File: src/rtl/rf_pkg.sv
package rf_pkg;

    // Occupancy of the two-slot output stage
    typedef enum logic [1:0] {
        OCC_EMPTY = 2'd0,
        OCC_ONE   = 2'd1,
        OCC_TWO   = 2'd2
    } occ_e;

endpackage

File: src/rtl/rf_table.sv
// Tracking table: outstanding and recently completed refetches with
// per-entry age since completion and a rank used for replacement.
module rf_table #(
    parameter int unsigned BLK_W   = 12,
    parameter int unsigned WIN_W   = 8,
    parameter int unsigned ENTRIES = 8
) (
    input  logic             clk,
    input  logic             rst_n,
    input  logic [WIN_W-1:0] win,
    input  logic             take,
    input  logic [BLK_W-1:0] cur_blk,
    input  logic [BLK_W-1:0] nxt_blk,
    input  logic             nxt_ok,
    input  logic             done_valid,
    input  logic [BLK_W-1:0] done_blk,
    output logic             issue_cur,
    output logic             issue_nxt
);

    localparam int unsigned RANK_W = (ENTRIES > 1) ? $clog2(ENTRIES) : 1;

    typedef struct packed {
        logic              vld;
        logic              busy;
        logic [BLK_W-1:0]  blk;
        logic [WIN_W-1:0]  age;
        logic [RANK_W-1:0] rank;
    } ent_t;

    typedef ent_t [ENTRIES-1:0] tbl_t;

    tbl_t tbl_d, tbl_q;

    // Claim an entry for block b: reuse a matching entry, else the first
    // free or expired one, else the least recently claimed one.
    function automatic tbl_t claim(tbl_t t, logic [BLK_W-1:0] b, logic [WIN_W-1:0] k);
        tbl_t              r;
        logic [RANK_W-1:0] idx;
        logic [RANK_W-1:0] oldest;
        logic              found;
        r      = t;
        idx    = '0;
        oldest = '0;
        found  = 1'b0;
        for (int i = 0; i < ENTRIES; i++) begin
            if (!found && t[i].vld && t[i].blk == b) begin
                idx   = RANK_W'(i);
                found = 1'b1;
            end
        end
        for (int i = 0; i < ENTRIES; i++) begin
            if (!found && (!t[i].vld || (!t[i].busy && t[i].age >= k))) begin
                idx   = RANK_W'(i);
                found = 1'b1;
            end
        end
        for (int i = 0; i < ENTRIES; i++) begin
            if (t[i].rank == RANK_W'(ENTRIES - 1)) begin
                oldest = RANK_W'(i);
            end
        end
        if (!found) begin
            idx = oldest;
        end
        for (int i = 0; i < ENTRIES; i++) begin
            if (t[i].rank < t[idx].rank) begin
                r[i].rank = t[i].rank + 1'b1;
            end
        end
        r[idx].rank = '0;
        r[idx].vld  = 1'b1;
        r[idx].busy = 1'b1;
        r[idx].blk  = b;
        r[idx].age  = '0;
        return r;
    endfunction

    always_comb begin
        logic hold_cur;
        logic hold_nxt;
        hold_cur = 1'b0;
        hold_nxt = 1'b0;
        // Suppression is judged on the table as registered
        for (int i = 0; i < ENTRIES; i++) begin
            if (tbl_q[i].vld && (tbl_q[i].busy || tbl_q[i].age < win)) begin
                if (tbl_q[i].blk == cur_blk) hold_cur = 1'b1;
                if (tbl_q[i].blk == nxt_blk) hold_nxt = 1'b1;
            end
        end
        issue_cur = take && !hold_cur;
        issue_nxt = take && nxt_ok && !hold_nxt;

        tbl_d = tbl_q;
        for (int i = 0; i < ENTRIES; i++) begin
            if (tbl_d[i].vld && !tbl_d[i].busy && tbl_d[i].age != '1) begin
                tbl_d[i].age = tbl_d[i].age + 1'b1;
            end
            if (done_valid && tbl_d[i].vld && tbl_d[i].blk == done_blk) begin
                tbl_d[i].busy = 1'b0;
                tbl_d[i].age  = WIN_W'(1);
            end
        end
        if (issue_cur) tbl_d = claim(tbl_d, cur_blk, win);
        if (issue_nxt) tbl_d = claim(tbl_d, nxt_blk, win);
    end

    always_ff @(posedge clk or negedge rst_n) begin
        if (!rst_n) begin
            for (int i = 0; i < ENTRIES; i++) begin
                tbl_q[i].vld  <= 1'b0;
                tbl_q[i].busy <= 1'b0;
                tbl_q[i].blk  <= '0;
                tbl_q[i].age  <= '0;
                tbl_q[i].rank <= RANK_W'(i);
            end
        end else begin
            tbl_q <= tbl_d;
        end
    end

endmodule

File: src/rtl/rf_outbuf.sv
// Two-slot output stage; takes a pair only when it drains empty this cycle.
module rf_outbuf #(
    parameter int unsigned BLK_W = 12
) (
    input  logic             clk,
    input  logic             rst_n,
    input  logic             push_a,
    input  logic [BLK_W-1:0] blk_a,
    input  logic             push_b,
    input  logic [BLK_W-1:0] blk_b,
    output logic             room,
    output logic             req_valid,
    input  logic             req_ready,
    output logic [BLK_W-1:0] req_blk
);

    import rf_pkg::*;

    typedef struct packed {
        occ_e             occ;
        logic [BLK_W-1:0] s0;
        logic [BLK_W-1:0] s1;
    } ob_t;

    ob_t st_d, st_q;

    assign req_valid = (st_q.occ != OCC_EMPTY);
    assign req_blk   = st_q.s0;
    assign room      = (st_q.occ == OCC_EMPTY) || (st_q.occ == OCC_ONE && req_ready);

    always_comb begin
        st_d = st_q;
        if (req_valid && req_ready) begin
            if (st_q.occ == OCC_TWO) begin
                st_d.s0  = st_q.s1;
                st_d.occ = OCC_ONE;
            end else begin
                st_d.occ = OCC_EMPTY;
            end
        end
        if (push_a && push_b) begin
            st_d.s0  = blk_a;
            st_d.s1  = blk_b;
            st_d.occ = OCC_TWO;
        end else if (push_a) begin
            st_d.s0  = blk_a;
            st_d.occ = OCC_ONE;
        end else if (push_b) begin
            st_d.s0  = blk_b;
            st_d.occ = OCC_ONE;
        end
    end

    always_ff @(posedge clk or negedge rst_n) begin
        if (!rst_n) begin
            st_q.occ <= OCC_EMPTY;
            st_q.s0  <= '0;
            st_q.s1  <= '0;
        end else begin
            st_q <= st_d;
        end
    end

endmodule

File: src/rtl/refetch_filter.sv
module refetch_filter #(
    parameter int unsigned BLK_W   = 12,
    parameter int unsigned SET_W   = 5,
    parameter int unsigned WIN_W   = 8,
    parameter int unsigned ENTRIES = 8
) (
    input  logic             clk,
    input  logic             rst_n,
    input  logic [WIN_W-1:0] win_cycles,
    input  logic             hit_valid,
    input  logic [BLK_W-1:0] hit_blk,
    input  logic             nbr_present,
    input  logic             done_valid,
    input  logic [BLK_W-1:0] done_blk,
    output logic             req_valid,
    input  logic             req_ready,
    output logic [BLK_W-1:0] req_blk
);

    localparam int unsigned TAG_W = BLK_W - SET_W;

    logic [TAG_W-1:0] tag_nx;
    logic [SET_W-1:0] set_nx;
    logic [BLK_W-1:0] nxt_blk;
    logic             room;
    logic             take;
    logic             issue_cur;
    logic             issue_nxt;

    // Successor: next set index, tag carries when the index wraps
    assign set_nx  = hit_blk[SET_W-1:0] + 1'b1;
    assign tag_nx  = hit_blk[BLK_W-1:SET_W] + TAG_W'(&hit_blk[SET_W-1:0]);
    assign nxt_blk = {tag_nx, set_nx};
    assign take    = hit_valid && room;

    rf_table #(
        .BLK_W   (BLK_W),
        .WIN_W   (WIN_W),
        .ENTRIES (ENTRIES)
    ) table_i (
        .clk        (clk),
        .rst_n      (rst_n),
        .win        (win_cycles),
        .take       (take),
        .cur_blk    (hit_blk),
        .nxt_blk    (nxt_blk),
        .nxt_ok     (nbr_present),
        .done_valid (done_valid),
        .done_blk   (done_blk),
        .issue_cur  (issue_cur),
        .issue_nxt  (issue_nxt)
    );

    rf_outbuf #(
        .BLK_W (BLK_W)
    ) outbuf_i (
        .clk       (clk),
        .rst_n     (rst_n),
        .push_a    (issue_cur),
        .blk_a     (hit_blk),
        .push_b    (issue_nxt),
        .blk_b     (nxt_blk),
        .room      (room),
        .req_valid (req_valid),
        .req_ready (req_ready),
        .req_blk   (req_blk)
    );

endmodule

File: config.mk
export PLATFORM = sky130hd
export DESIGN_NAME = refetch_filter
export DESIGN_NICKNAME = d
export VERILOG_FILES = /design/src/rtl/rf_pkg.sv /design/src/rtl/rf_table.sv /design/src/rtl/rf_outbuf.sv /design/src/rtl/refetch_filter.sv
export SDC_FILE = /design/constraint.sdc
export NUM_CORES = 1
export LEC_CHECK = 0
export BUFFER_PORTS_ARGS = -buffer_cell sky130_fd_sc_hd__buf_2
export CAP_MARGIN = 15
export CORE_ASPECT_RATIO = 1.4
export CORE_MARGIN = 4
export CORE_UTILIZATION = 35
export DETAILED_ROUTE_END_ITERATION = 16
export MAX_ROUTING_LAYER = met4
export PLACE_DENSITY = 0.47
export SYNTH_ARGS = -nofsm -noshare
export SYNTH_HDL_FRONTEND = slang
export SYNTH_SLANG_ARGS = --single-unit
File: constraint.sdc
create_clock -name clk -period 18.8 [get_ports clk]
set_clock_uncertainty 0.05 [all_clocks]
set_input_delay 0.94 -clock clk [delete_from_list [all_inputs] [get_ports clk]]
set_output_delay 0.94 -clock clk [all_outputs]
set_load 0.05 [all_outputs]
Word level (Yosys, flattened, before mapping)

Cells that the tools add are included.

Div/mod/pow operators: 0
Multiplexer cells: 242
Reduce and logical (&&, ||, !) cells: 214
Eq/ne operators: 56
Shift-type cells: 0
Multiply operators: 0
Bitwise operators: 0
$add $sub $neg: 26
$lt $le $gt $ge: 44

Operator list:

| cell                                                          | count |
|---|---|
| 200-bit bitwise mux                                           | 10 |
| 25-bit demux with 3-bit select                                | 10 |
| 200-bit two-way mux                                           | 2 |
| 12-bit == test                                                | 32 |
| 3-bit two-way mux                                             | 72 |
| 25-bit binary-select mux with 3-bit select                    | 2 |
| 8-bit >= comparator                                           | 16 |
| 8-bit two-way mux                                             | 16 |
| 1-bit logical AND                                             | 111 |
| 1-bit two-way mux                                             | 109 |
| 1-bit zero test                                               | 72 |
| 8-bit by 1-bit adder with 8-bit output, second input constant | 8 |
| 8-bit less-than comparator                                    | 8 |
| 8-bit != test, second input constant                          | 8 |
| 14-bit two-way mux                                            | 4 |
| 25-bit two-way mux                                            | 2 |
| 3-bit by 1-bit adder with 3-bit output, second input constant | 16 |
| 3-bit less-than comparator                                    | 16 |
| 24-bit two-way mux                                            | 2 |
| 23-bit two-way mux                                            | 2 |
| 3-bit == test, second input constant                          | 14 |
| 1-bit logical OR                                              | 25 |
| 11-bit two-way mux                                            | 2 |
| 2-bit two-way mux                                             | 8 |
| 12 further kinds                                              | 15 |

Output and inout port bits: 13
Bits in latches: 0
Memories: 0
Logic and storage cells: 625
Bits in writable memories: 0
Memory bits (read-only): 0
Flip-flop bits (word level): 226

Longest topological paths before layout

Word-level depth: 185
Depth in mapped cells: 55

Cells and area by module

From an unflattened synthesis, not the netlist that was laid out.

Cells, all modules: 2710
Area total of the unflattened synthesis: 22763.1 um2

Modules (own cells, without submodules):

| module         | seq. area each (um2) | instances | cells each | area each (um2) |
|---|---|---|---|---|
| rf_table       | 5019.8               | 1         | 2599       | 21411.8 |
| rf_outbuf      | 650.6                | 1         | 91         | 1192.4 |
| refetch_filter | 0.0                  | 1         | 20         | 158.9 |

Least setup slack after synthesis

Ideal clock, no wire load.

Path type: input -> register
Start point: input done_blk[7]
End point: register table_i.tbl_q[50] (netlist name)
Cell stages on the path: 48
Slack: 8038 ps
Required time: 18630 ps
Data arrival time: 10592 ps
Path through: buf_2 xnor2_1 nand4_1 nor4_1 clkbuf_1 clkbuf_1 nor2_1 ha_1 a2111o_1 a221oi_1 a2bb2oi_1 a211o_1 and2_0 buf_1 o21ai_4 buf_4 clkbuf_1 o221ai_1 [12 not listed] nor2_1 nor2_1 nor2_1 o32a_1 o41ai_1 o21a_1 nor2_1 clkbuf_1 nor2_1 a22o_1 nor3_1 ha_1 o21a_1 nor2_1 nor2_1 nand2_1 o21ai_0 a41o_1

RTL lines:

| element              | line                 | text |
|---|---|---|
| start, declared      | refetch_filter.sv:14 | `input logic [BLK_W-1:0] done_blk,` |
| end signal, assigned | rf_table.sv:118      | `tbl_q <= tbl_d;` |
| end, declared        | rf_table.sv:33       | `tbl_t tbl_d, tbl_q;` |

==> qor.yml <==
outcome: "finished clean"
drt_first_pass_iters: 7
final_nets: 3071
ys_ff_latch: 226
hp-class: "in2async"
rr_worst_depth: 47
hold_viol_final: 0
cts.repair.resized: 0
fmax_mhz: 77.46
async_flop_share_pct: 100.0
gp_congestion: 0.9510
antenna_found_initial: 0
cts_setup_buffers: 0
htree_num_levels: 1
track_usage_pct: 27.65
num_rows: 110
cp_max_fo: 12
setup_ws_ns: 5.891
ant_nets: 0
min_period_ns: 12.91
final-max-slew-violation-count: 0
cp-end-kind: "flip-flop"
fp.dieW_microns: 223.6
dp_slack_ns: 5.756
insertion_delay_ns: 0.59
place_inst: 3583
synthTopCellsByArea: "dfrtp_1 (24%), ha_1 (14%), xnor2_1 (7.7%)"
hold_buffers: 0
dp_hpwl_microns: 70900
top_level_ports: 51
cts_root_buf: "clkbuf_16"
synth_cell_types: 105
path_class: "reg2reg"
crit_arrival_ns: 13.33
path_common_cell: "ha_1"
grt_max_degree: 123
finalCritPeriodShare_pct: 68.67
netlist_area_sq_um: 22790
rrSetupSlack_ns: 5.89
rsz0062_at_grt: "false"
cap_viol_max_count: 0
ys_seq_area_share_pct: 24.88
yosys_warnings: 0
numCtsBuffers: 29
die_area_sq_um: 69310
start_util_pct: 35.38
die-height_microns: 309.9
area_growth_pct: 9.598
grt_pass1_vias: 21330
synth_ff_type: "dfrtp_1"
power_density_nw_per_um2: 234.2
n_fill_cell: 6683
wirelength_microns: 95550
setup_viol: 0
drc: 0
drt-met1-wl_microns: 39440
multiInputGateArea_sq_um: 16090
gr-total-overflow: 0
dr.max_layer_used: "met4"
syn_area_per_cell_sq_um: 8.200
fin_cells: 3638
irDropWorstVdd_mv: 0.2323
synth_edf_count: 0
worstMarginPinSlew_ns: 1.176
drive_gt1_share_pct: 9.725
syn_nets: 3075
setup_tns_ns: 0
cp_slowest_cell: "nor2b_1"
routedWlPerCell_microns: 26.27
drtIter0Drc: 1840
vias_per_cell: 5.884
io_buffers: 50
grt_pass1_wl_microns: 141600
synth.top_cell.area_share_pct: 23.50
via_count: 21410
cts_tree: "built"
whs_ns: 0.3450
relSlewSlack_pct: 21.60
seq_area_sq_um: 5670
met2_length_microns: 46050
core-area_sq_um: 64410
synth_top_cell_by_area: "dfrtp_1"
met3RoutedLength_microns: 4873
cellLeakagePower_nw: 11.23
clock_sinks: 226
yosysMostFrequentCell: "nor2_1"
crit_path_start_kind: "flip-flop"
clk_pin_slew_ns: 0.06
synth_common_cells: "nor2_1 (278), nand2_1 (262), ha_1 (258)"
max_stage_delay_ns: 0.84
clk_path_buf_depth: 3
worstPathRequired_ns: 19.22
syn_inst: 2779
## logic make-up (layout without fill, tap and decap cells)
kind of cell | after synthesis | count (layout) | share of synthesized area, %
mux | 51 | 51 | 2.328
fa+ha+maj | 258 | 258 | 14.17
flops | 226 | 226 | 24.88
xor+xnor | 338 | 338 | 13.16
buf+inv | 256 | 274 | 4.794
other cells | 0 | 1 | 0
simple gates | 1023 | 1023 | 21.97
compound gates | 627 | 627 | 18.70
## critical path: cells and delay by family (launching register included)
kind                       cells  cell delay, ns
AOI/OAI and AO/OA             22            6.05
adders and majority gates      6            1.56
buffers and inverters          2            0.27
DFF                            1            0.41
and+or+nand+nor               17            4.46
## stage by stage
| stage | total power, mW | util (%) | area, sq um |
|---|---|---|---|
| floorplan | 3.981 | - | 22790 |
| global placement | 5.095 | 37.20 | 23960 |
| detailed placement | 5.190 | 37.20 | 23960 |
| CTS | 5.818 | 38.76 | 24960 |
| global route | 6.376 | 38.77 | 24970 |
| finish | 5.850 | 38.77 | 24970 |
## metal layers
layer  vias up  GRT usage, %
li1      10030             -
met4         0         12.61
met3       204         2.925
met5         -             -
met1     10500         33.31
met2       674         46.85
## worst paths after layout
check                                          from                  end
worst max-delay path             table_i.tbl_q[178]    table_i.tbl_q[50]
worst min-delay path                          rst_n  outbuf_i.req_blk[6]
worst max register to register   table_i.tbl_q[178]    table_i.tbl_q[50]
worst min register to register  outbuf_i.req_blk[8]  outbuf_i.req_blk[8]
max in group asynchronous                     rst_n     table_i.tbl_q[8]
min in group clk                outbuf_i.req_blk[8]  outbuf_i.req_blk[8]
## state kept, by name, indices dropped and copies added, names as in the netlist
register / count
table_i.tbl_q: 200
outbuf_i.st_q: 14
outbuf_i.req_blk: 12
## report_power, final
group | total, mW | leakage, nW | internal, mW | switching (mW)
combinational | 4.20 | 8.01 | 1.62 | 2.57
clock | 0.603 | 0.490 | 0.357 | 0.246
sequential | 1.05 | 2.73 | 0.709 | 0.342
total | 5.85 | 11.2 | 2.69 | 3.16
## cell type report
type | count | area share [%]
inverter | 107 | 1.608
sequential | 226 | 22.71
tap | 840 | 4.208
clock inverter | 16 | 0.7966
timing repair buffer | 114 | 3.016
antenna | 1 | 0.01002
multi-input combinational | 2297 | 64.43
clock buffer | 37 | 3.226
## layout by cell type, fill, tap and decap left out, drive strengths merged, types with 80 or more instances in the layout
cell type and n:
a21oi 129, inv 107, xnor2 204, nand2 263, ha 258, o21ai 152, nand3 80, nor2 280
buf 113, dfrtp 214, xor2 134
Power figures use the tool's default switching activity.
